--- config.mk ---
export PLATFORM = sky130hd
export DESIGN_NAME = issue_sched
export DESIGN_NICKNAME = d
export VERILOG_FILES = /design/src/rtl/issue_sched_pkg.sv /design/src/rtl/issue_rate_gate.sv /design/src/rtl/issue_wb_slots.sv /design/src/rtl/issue_sched.sv
export SDC_FILE = /design/constraint.sdc
export NUM_CORES = 1
export LEC_CHECK = 0
export BUFFER_PORTS_ARGS = -buffer_cell sky130_fd_sc_hd__buf_2
export CORE_MARGIN = 1
export CORE_UTILIZATION = 55
export DETAILED_ROUTE_END_ITERATION = 10
export HOLD_SLACK_MARGIN = 0.02
export PLACE_DENSITY = 0.78
export SYNTH_ARGS = -nofsm -noshare
export SYNTH_HDL_FRONTEND = slang
export SYNTH_SLANG_ARGS = --single-unit
--- constraint.sdc ---
create_clock -name clk -period 1.38 [get_ports clk]
set_input_delay 0.069 -clock clk [delete_from_list [all_inputs] [get_ports clk]]
set_output_delay 0.069 -clock clk [all_outputs]
set_load 0.03 [all_outputs]
--- src/rtl/issue_sched_pkg.sv ---
package issue_sched_pkg;

    localparam int NUM_CLASS = 6;
    localparam int CLS_W     = 3;

    typedef enum logic [CLS_W-1:0] {
        OP_ALU  = 3'd0,
        OP_LOAD = 3'd1,
        OP_IMUL = 3'd2,
        OP_FADD = 3'd3,
        OP_FMUL = 3'd4,
        OP_FDIV = 3'd5
    } op_class_e;

    typedef enum logic {
        GATE_OPEN = 1'b0,
        GATE_HOLD = 1'b1
    } gate_state_e;

    function automatic int unsigned op_latency(input int unsigned c);
        case (c)
            0:       return 1;
            1:       return 3;
            2:       return 4;
            3:       return 3;
            4:       return 5;
            5:       return 32;
            default: return 0;
        endcase
    endfunction

    function automatic int unsigned op_interval(input int unsigned c);
        case (c)
            4:       return 2;
            5:       return 32;
            default: return 1;
        endcase
    endfunction

    function automatic int unsigned max_latency();
        int unsigned m;
        m = 1;
        for (int c = 0; c < NUM_CLASS; c++) begin
            if (op_latency(c) > m) m = op_latency(c);
        end
        return m;
    endfunction

    localparam int MAX_LAT = max_latency();

endpackage

--- src/rtl/issue_rate_gate.sv ---
module issue_rate_gate
    import issue_sched_pkg::*;
#(
    parameter int II = 2
) (
    input  logic clk,
    input  logic rst_n,
    input  logic flush,
    input  logic fire,
    output logic ready
);
    localparam int CNT_W  = (II > 2) ? $clog2(II) : 1;
    localparam int HOLD_N = (II > 1) ? II - 2 : 0;

    gate_state_e          state_q, state_d;
    logic [CNT_W-1:0]     cnt_q, cnt_d;

    // state register
    always_ff @(posedge clk or negedge rst_n) begin
        if (!rst_n) begin
            state_q <= GATE_OPEN;
            cnt_q   <= '0;
        end else begin
            state_q <= state_d;
            cnt_q   <= cnt_d;
        end
    end

    // next state
    always_comb begin
        state_d = state_q;
        cnt_d   = cnt_q;
        if (flush) begin
            state_d = GATE_OPEN;
            cnt_d   = '0;
        end else begin
            unique case (state_q)
                GATE_OPEN: begin
                    if (fire && (II > 1)) begin
                        state_d = GATE_HOLD;
                        cnt_d   = CNT_W'(HOLD_N);
                    end
                end
                GATE_HOLD: begin
                    if (cnt_q == '0) begin
                        state_d = GATE_OPEN;
                    end else begin
                        cnt_d = cnt_q - 1'b1;
                    end
                end
                default: state_d = GATE_OPEN;
            endcase
        end
    end

    // outputs
    always_comb begin
        ready = (state_q == GATE_OPEN);
    end

endmodule

--- src/rtl/issue_wb_slots.sv ---
module issue_wb_slots #(
    parameter int DEPTH = 32,
    parameter int TAG_W = 6,
    parameter int LAT_W = 6
) (
    input  logic             clk,
    input  logic             rst_n,
    input  logic             flush,
    input  logic [LAT_W-1:0] probe_lat,
    output logic             probe_busy,
    input  logic             wr_en,
    input  logic [TAG_W-1:0] wr_tag,
    output logic             out_v,
    output logic [TAG_W-1:0] out_tag
);
    logic [DEPTH-1:0] slot_v;
    logic [TAG_W-1:0] slot_tag [DEPTH];

    // slot k holds the op that finishes k cycles from now
    always_comb begin
        probe_busy = 1'b0;
        for (int k = 1; k < DEPTH; k++) begin
            if (probe_lat == LAT_W'(k)) probe_busy = slot_v[k];
        end
    end

    for (genvar k = 0; k < DEPTH; k++) begin : g_slot
        logic             nxt_v;
        logic [TAG_W-1:0] nxt_tag;
        if (k == DEPTH - 1) begin : g_top
            assign nxt_v   = 1'b0;
            assign nxt_tag = '0;
        end else begin : g_mid
            assign nxt_v   = slot_v[k+1];
            assign nxt_tag = slot_tag[k+1];
        end

        always_ff @(posedge clk or negedge rst_n) begin
            if (!rst_n) begin
                slot_v[k]   <= 1'b0;
                slot_tag[k] <= '0;
            end else if (flush) begin
                slot_v[k]   <= 1'b0;
            end else if (wr_en && (probe_lat == LAT_W'(k + 1))) begin
                slot_v[k]   <= 1'b1;
                slot_tag[k] <= wr_tag;
            end else begin
                slot_v[k]   <= nxt_v;
                slot_tag[k] <= nxt_tag;
            end
        end
    end

    assign out_v   = slot_v[0];
    assign out_tag = slot_tag[0];

endmodule

--- src/rtl/issue_sched.sv ---
module issue_sched
    import issue_sched_pkg::*;
#(
    parameter int TAG_W = 6
) (
    input  logic             clk,
    input  logic             rst_n,
    input  logic             flush,
    input  logic             req_valid,
    input  logic [2:0]       req_class,
    input  logic [TAG_W-1:0] req_tag,
    output logic             issue_ack,
    output logic             rej_rate,
    output logic             rej_wb,
    output logic             done_valid,
    output logic [TAG_W-1:0] done_tag
);
    localparam int DEPTH = MAX_LAT;
    localparam int LAT_W = $clog2(DEPTH + 1);

    logic [NUM_CLASS-1:0] gate_ready;
    logic [NUM_CLASS-1:0] gate_fire;
    logic                 cls_ok;
    logic                 rate_ok;
    logic [LAT_W-1:0]     lat_sel;
    logic                 wb_busy;
    logic                 slot_v;

    for (genvar c = 0; c < NUM_CLASS; c++) begin : g_gate
        assign gate_fire[c] = issue_ack && (req_class == CLS_W'(c));
        issue_rate_gate #(.II(op_interval(c))) u_gate (
            .clk   (clk),
            .rst_n (rst_n),
            .flush (flush),
            .fire  (gate_fire[c]),
            .ready (gate_ready[c])
        );
    end

    always_comb begin
        cls_ok  = (int'(req_class) < NUM_CLASS);
        rate_ok = 1'b0;
        for (int c = 0; c < NUM_CLASS; c++) begin
            if (req_class == CLS_W'(c)) rate_ok = gate_ready[c];
        end
        lat_sel = cls_ok ? LAT_W'(op_latency(int'(req_class))) : '0;
    end

    // issue decision: rate refusal takes priority over writeback refusal
    always_comb begin
        issue_ack = 1'b0;
        rej_rate  = 1'b0;
        rej_wb    = 1'b0;
        if (req_valid && !flush && cls_ok) begin
            if (!rate_ok)     rej_rate  = 1'b1;
            else if (wb_busy) rej_wb    = 1'b1;
            else              issue_ack = 1'b1;
        end
    end

    issue_wb_slots #(.DEPTH(DEPTH), .TAG_W(TAG_W), .LAT_W(LAT_W)) u_slots (
        .clk        (clk),
        .rst_n      (rst_n),
        .flush      (flush),
        .probe_lat  (lat_sel),
        .probe_busy (wb_busy),
        .wr_en      (issue_ack),
        .wr_tag     (req_tag),
        .out_v      (slot_v),
        .out_tag    (done_tag)
    );

    assign done_valid = slot_v && !flush;

endmodule

==> metrics.txt <==
# TYPE chip_impl_metric gauge
chip_impl_metric{name="timing.critical_path.slowest_cell_delay",unit="ps"} 400
chip_impl_metric{name="synth_top_area_share",unit="%"} 65.60
chip_impl_metric{name="warnings_from_yosys",unit=""} 0
chip_impl_info{name="yosys-top-cells-area",value="sky130_fd_sc_hd__dfrtp_1 (66%), sky130_fd_sc_hd__mux2_2 (21%), sky130_fd_sc_hd__nor2b_1 (2.3%)"} 1
chip_impl_info{name="tritoncts",value="done"} 1
chip_impl_metric{name="max_clock_freq",unit="GHz"} 0.5674
chip_impl_metric{name="power_switching_share",unit="%"} 21.50
chip_impl_metric{name="maxSlewViolCount",unit=""} 0
chip_impl_metric{name="drt-total-wl",unit="um"} 13650
chip_impl_info{name="crit_family",value="flip-flops"} 1
chip_impl_metric{name="clkLatencyLatePin",unit="ps"} 500
chip_impl_metric{name="layout-drive-gt1-share",unit="%"} 44.72
chip_impl_metric{name="critical_path_required",unit="ps"} 1310
chip_impl_metric{name="diodes",unit=""} 0
chip_impl_metric{name="crit_buf_inv",unit=""} 2
chip_impl_metric{name="synthCells",unit=""} 584
chip_impl_metric{name="area_growth_syn_to_layout",unit="%"} 18.32
chip_impl_metric{name="post-route-min-period",unit="ps"} 1762
chip_impl_metric{name="slew_worst_pin",unit="ps"} 516.6
chip_impl_metric{name="max-vdd-ir-drop",unit="V"} 0.0008482
chip_impl_info{name="outcome",value="finished, violations left"} 1
chip_impl_metric{name="finalWorstSetupSlack",unit="ps"} -382.3
chip_impl_metric{name="fin_setup_tns",unit="ps"} -2983
chip_impl_metric{name="synth.avg_cell_area",unit="um^2"} 15.09
chip_impl_metric{name="skew_final",unit="ps"} 8.444
chip_impl_info{name="violations",value="negative setup slack"} 1
chip_impl_metric{name="io_pins",unit=""} 23
chip_impl_metric{name="global_route.overflow_total",unit=""} 0
chip_impl_info{name="postSynth.topFlopCell",value="sky130_fd_sc_hd__dfrtp_1"} 1
chip_impl_metric{name="synth_seq_area_share",unit="%"} 65.60
chip_impl_metric{name="synth_seq_cells",unit=""} 231
chip_impl_metric{name="timing.final.hold_violations",unit=""} 0
chip_impl_metric{name="internal-power",unit="mW"} 11.35
chip_impl_metric{name="die_h",unit="um"} 128.6
chip_impl_metric{name="final_antenna_net_count",unit=""} 0
chip_impl_info{name="rsz0062_at_grt",value="true"} 1
chip_impl_metric{name="place_congestion",unit=""} 0.8300
chip_impl_metric{name="design.core.area",unit="um^2"} 15430
chip_impl_metric{name="drt_pre_antenna_iters",unit=""} 4
chip_impl_metric{name="number_of_enable_flip_flop_cells_after_synthesis",unit=""} 0
chip_impl_info{name="critical_path.endpoint_type",value="primary output"} 1
chip_impl_metric{name="initial_utilization",unit="%"} 57.12
chip_impl_metric{name="final_setup_violation_count",unit=""} 34
chip_impl_metric{name="pwr-share-seq",unit="%"} 51.1
chip_impl_metric{name="fin_worst_hold_slack",unit="ps"} 108.3
chip_impl_metric{name="vias_per_cell",unit=""} 5.304
chip_impl_metric{name="syn-num-nets",unit=""} 599
chip_impl_info{name="yosysTopAreaCell",value="sky130_fd_sc_hd__dfrtp_1"} 1
chip_impl_info{name="yosysMostFrequentCell",value="sky130_fd_sc_hd__dfrtp_1"} 1
chip_impl_metric{name="timing.max_slew.rel_slack",unit="%"} 65.56
chip_impl_metric{name="route.detailed.drc",unit=""} 0
chip_impl_metric{name="detailedRoute.firstIterationViolations",unit=""} 247
chip_impl_info{name="synth.top_cells.by_count",value="sky130_fd_sc_hd__dfrtp_1 (231), sky130_fd_sc_hd__mux2_2 (163), sky130_fd_sc_hd__nor2b_1 (32)"} 1
chip_impl_metric{name="finalCoreUtilization",unit="%"} 67.58
chip_impl_metric{name="grt_use_total",unit="%"} 17.40
chip_impl_metric{name="worst_path_max_fanout",unit=""} 3
chip_impl_metric{name="asyncSetResetFlopFracSynth",unit="%"} 100.0
chip_impl_metric{name="std_cell_rows",unit=""} 45
chip_impl_info{name="worstSetupPathType",value="register to primary output"} 1
chip_impl_info{name="worstPathCellList",value="nor2b_4 > a211oi_2 > o32ai_2 > buf_4 > nor2_2 > buf_6"} 1
chip_impl_metric{name="powerDensity",unit="nW/um^2"} 1387
chip_impl_metric{name="ctsLongestPathBuffers",unit=""} 3
chip_impl_info{name="worst_setup_path_start_kind",value="register"} 1
chip_impl_metric{name="full_die_area",unit="um^2"} 16530
chip_impl_metric{name="buffer_ports.inserted",unit=""} 22
chip_impl_metric{name="netSwitchingPower",unit="mW"} 3.110
chip_impl_metric{name="final.period_utilization",unit="%"} 127.7
chip_impl_metric{name="via_count_of_the_first_global_routing_pass",unit=""} 4828
chip_impl_metric{name="number_of_maximum_capacitance_constraint_violations",unit=""} 0
chip_impl_metric{name="die_width",unit="um"} 128.6
chip_impl_metric{name="cts_max_level",unit=""} 1
chip_impl_metric{name="grt_antenna_before_repair",unit=""} 0
chip_impl_info{name="clockRootBuffer",value="sky130_fd_sc_hd__clkbuf_16"} 1
chip_impl_metric{name="cellLeakagePower",unit="nW"} 5.293
chip_impl_metric{name="place.detailed.hpwl",unit="um"} 7874
chip_impl_metric{name="crit_arrival",unit="ps"} 1690
chip_impl_metric{name="tritoncts_num_sinks",unit=""} 231
chip_impl_metric{name="dp_worst_setup_slack",unit="ps"} -337.3
chip_impl_metric{name="p_clk_share",unit="%"} 41.4
chip_impl_info{name="slowest_cell_on_the_critical_path",value="sky130_fd_sc_hd__dfrtp_1"} 1
chip_impl_info{name="hold_path.class",value="input pin to async pin"} 1
chip_impl_metric{name="final_net_count",unit=""} 652
chip_impl_metric{name="via_count",unit=""} 4583
chip_impl_metric{name="grt_pass1_wl",unit="um"} 23160
chip_impl_metric{name="synth.distinct_cells",unit=""} 35
chip_impl_metric{name="cts-buffers-inserted",unit=""} 22
chip_impl_metric{name="synth.cell_area",unit="um^2"} 8812
chip_impl_metric{name="clk_pin_slew_worst_paths",unit="ps"} 60
chip_impl_metric{name="power_frac_comb",unit="%"} 7.4
chip_impl_metric{name="grt_max_degree",unit=""} 111
chip_impl_metric{name="route.detailed.wl_per_inst",unit="um"} 15.80
## worst register-to-register path: cells and delay by family (launching register included)
family                 cells  cell delay [ps]
buffers and inverters      1              120
AOI/OAI and AO/OA          1               80
and+or+nand+nor            1              610
muxes                      1              190
DFF                        1              390
## worst paths after layout
path / depth (start not counted) / endpoint / slack [ps] / from
setup / recovery: 6 / issue_ack / -380 / u_slots.g_slot[0].nxt_v
hold / removal: 2 / u_slots.g_slot[7].nxt_tag[1] / 110 / rst_n
setup reg to reg: 4 / u_slots.g_slot[3].nxt_tag[1] / -150 / g_gate[4].u_gate.state_q
hold reg to reg: 1 / u_slots.g_slot[8].nxt_v / 470 / u_slots.g_slot[9].nxt_v
max in group asynchronous: 3 / u_slots.g_slot[19].nxt_tag[1] / 650 / rst_n
min in group clk: 4 / g_gate[5].u_gate.state_q / 190 / req_class[0]
## power groups by stage
stage	Clock [mW]	Sequential (mW)	Combinational [mW]
2_1_floorplan	0	7.48	0.630
3_3_place_gp	0	7.49	0.940
3_5_place_dp	0	7.52	0.989
4_1_cts	6.14	7.40	1.06
5_1_grt	6.43	7.45	1.19
6_report	5.99	7.40	1.08
## cells in the final DEF, fill, tap and decap left out, types with 3 or more instances in the layout
cell type and instances:
sky130_fd_sc_hd__nor2_1 4, sky130_fd_sc_hd__nand2_1 19, sky130_fd_sc_hd__dlygate4sd3_1 7, sky130_fd_sc_hd__dfrtp_1 231, sky130_fd_sc_hd__nor3b_4 3, sky130_fd_sc_hd__inv_1 3
sky130_fd_sc_hd__a22o_1 6, sky130_fd_sc_hd__buf_4 23, sky130_fd_sc_hd__o21ai_1 13, sky130_fd_sc_hd__inv_2 3, sky130_fd_sc_hd__clkinv_2 4, sky130_fd_sc_hd__clkbuf_1 5
sky130_fd_sc_hd__mux2i_1 17, sky130_fd_sc_hd__clkbuf_8 8, sky130_fd_sc_hd__o21ai_0 6, sky130_fd_sc_hd__buf_12 5, sky130_fd_sc_hd__clkbuf_16 23, sky130_fd_sc_hd__a21oi_1 4
sky130_fd_sc_hd__a221o_1 6, sky130_fd_sc_hd__nor3b_2 4, sky130_fd_sc_hd__buf_2 17, sky130_fd_sc_hd__mux2_2 162, sky130_fd_sc_hd__a211oi_2 4, sky130_fd_sc_hd__nor2b_1 28
sky130_fd_sc_hd__buf_6 9
## per-layer routing
metal / GRT usage [%] / up-vias / wire, um
met3: 2.994 / 19 / 419
met1: 23.34 / 2362 / 6257
li1: - / 2135 / -
met5: 0 / - / 0
met4: 6.021 / 0 / 249
met2: 28.97 / 67 / 6722
## sequential cells by signal, summed over array words and instances (netlist names)
signal                  cells
g_gate.u_gate.state_q       2
u_slots.out_tag             6
u_slots.g_slot.nxt_v       31
u_slots.out_v               1
g_gate.u_gate.cnt_q         5
u_slots.g_slot.nxt_tag    186
## repair_timing
action / in CTS / in global routing
pin swaps: 13 / 10
hold endpoints to repair: 261 / 0
cloned: 0 / 1
hold buffers: 7 / 0
endpoints found under the setup margin: 23 / 32
setup buffers: 6 / 6
resized for setup: 41 / 20
## kinds of logic after synthesis
logic type	share of synthesized area [%]
flip-flops	65.60
multiplexers	22.87
AND/OR/NAND/NOR	5.651
AO/OA/AOI/OAI	3.365
buffers and inverters	2.130
adder cells (fa/ha/maj)	0.2839
XOR/XNOR	0.09941
## layout make-up
type | instances | area, um^2
sequential | 231 | 5781
fill | 1001 | 5001
multi-input combinational | 313 | 3060
clock buffer | 35 | 690.7
timing repair buffer | 63 | 558.0
tap | 211 | 264.0
clock inverter | 5 | 50.05
inverter | 6 | 22.52
## through the flow
stage	area, um^2	cells	total power, mW
after CTS	10280	857	14.59
after floorplan	8847	584	8.109
after global routing	10430	864	15.06
final	10430	864	14.46
after global placement	9289	804	8.428
after detailed placement	9289	804	8.506
Power figures use the tool's default switching activity.
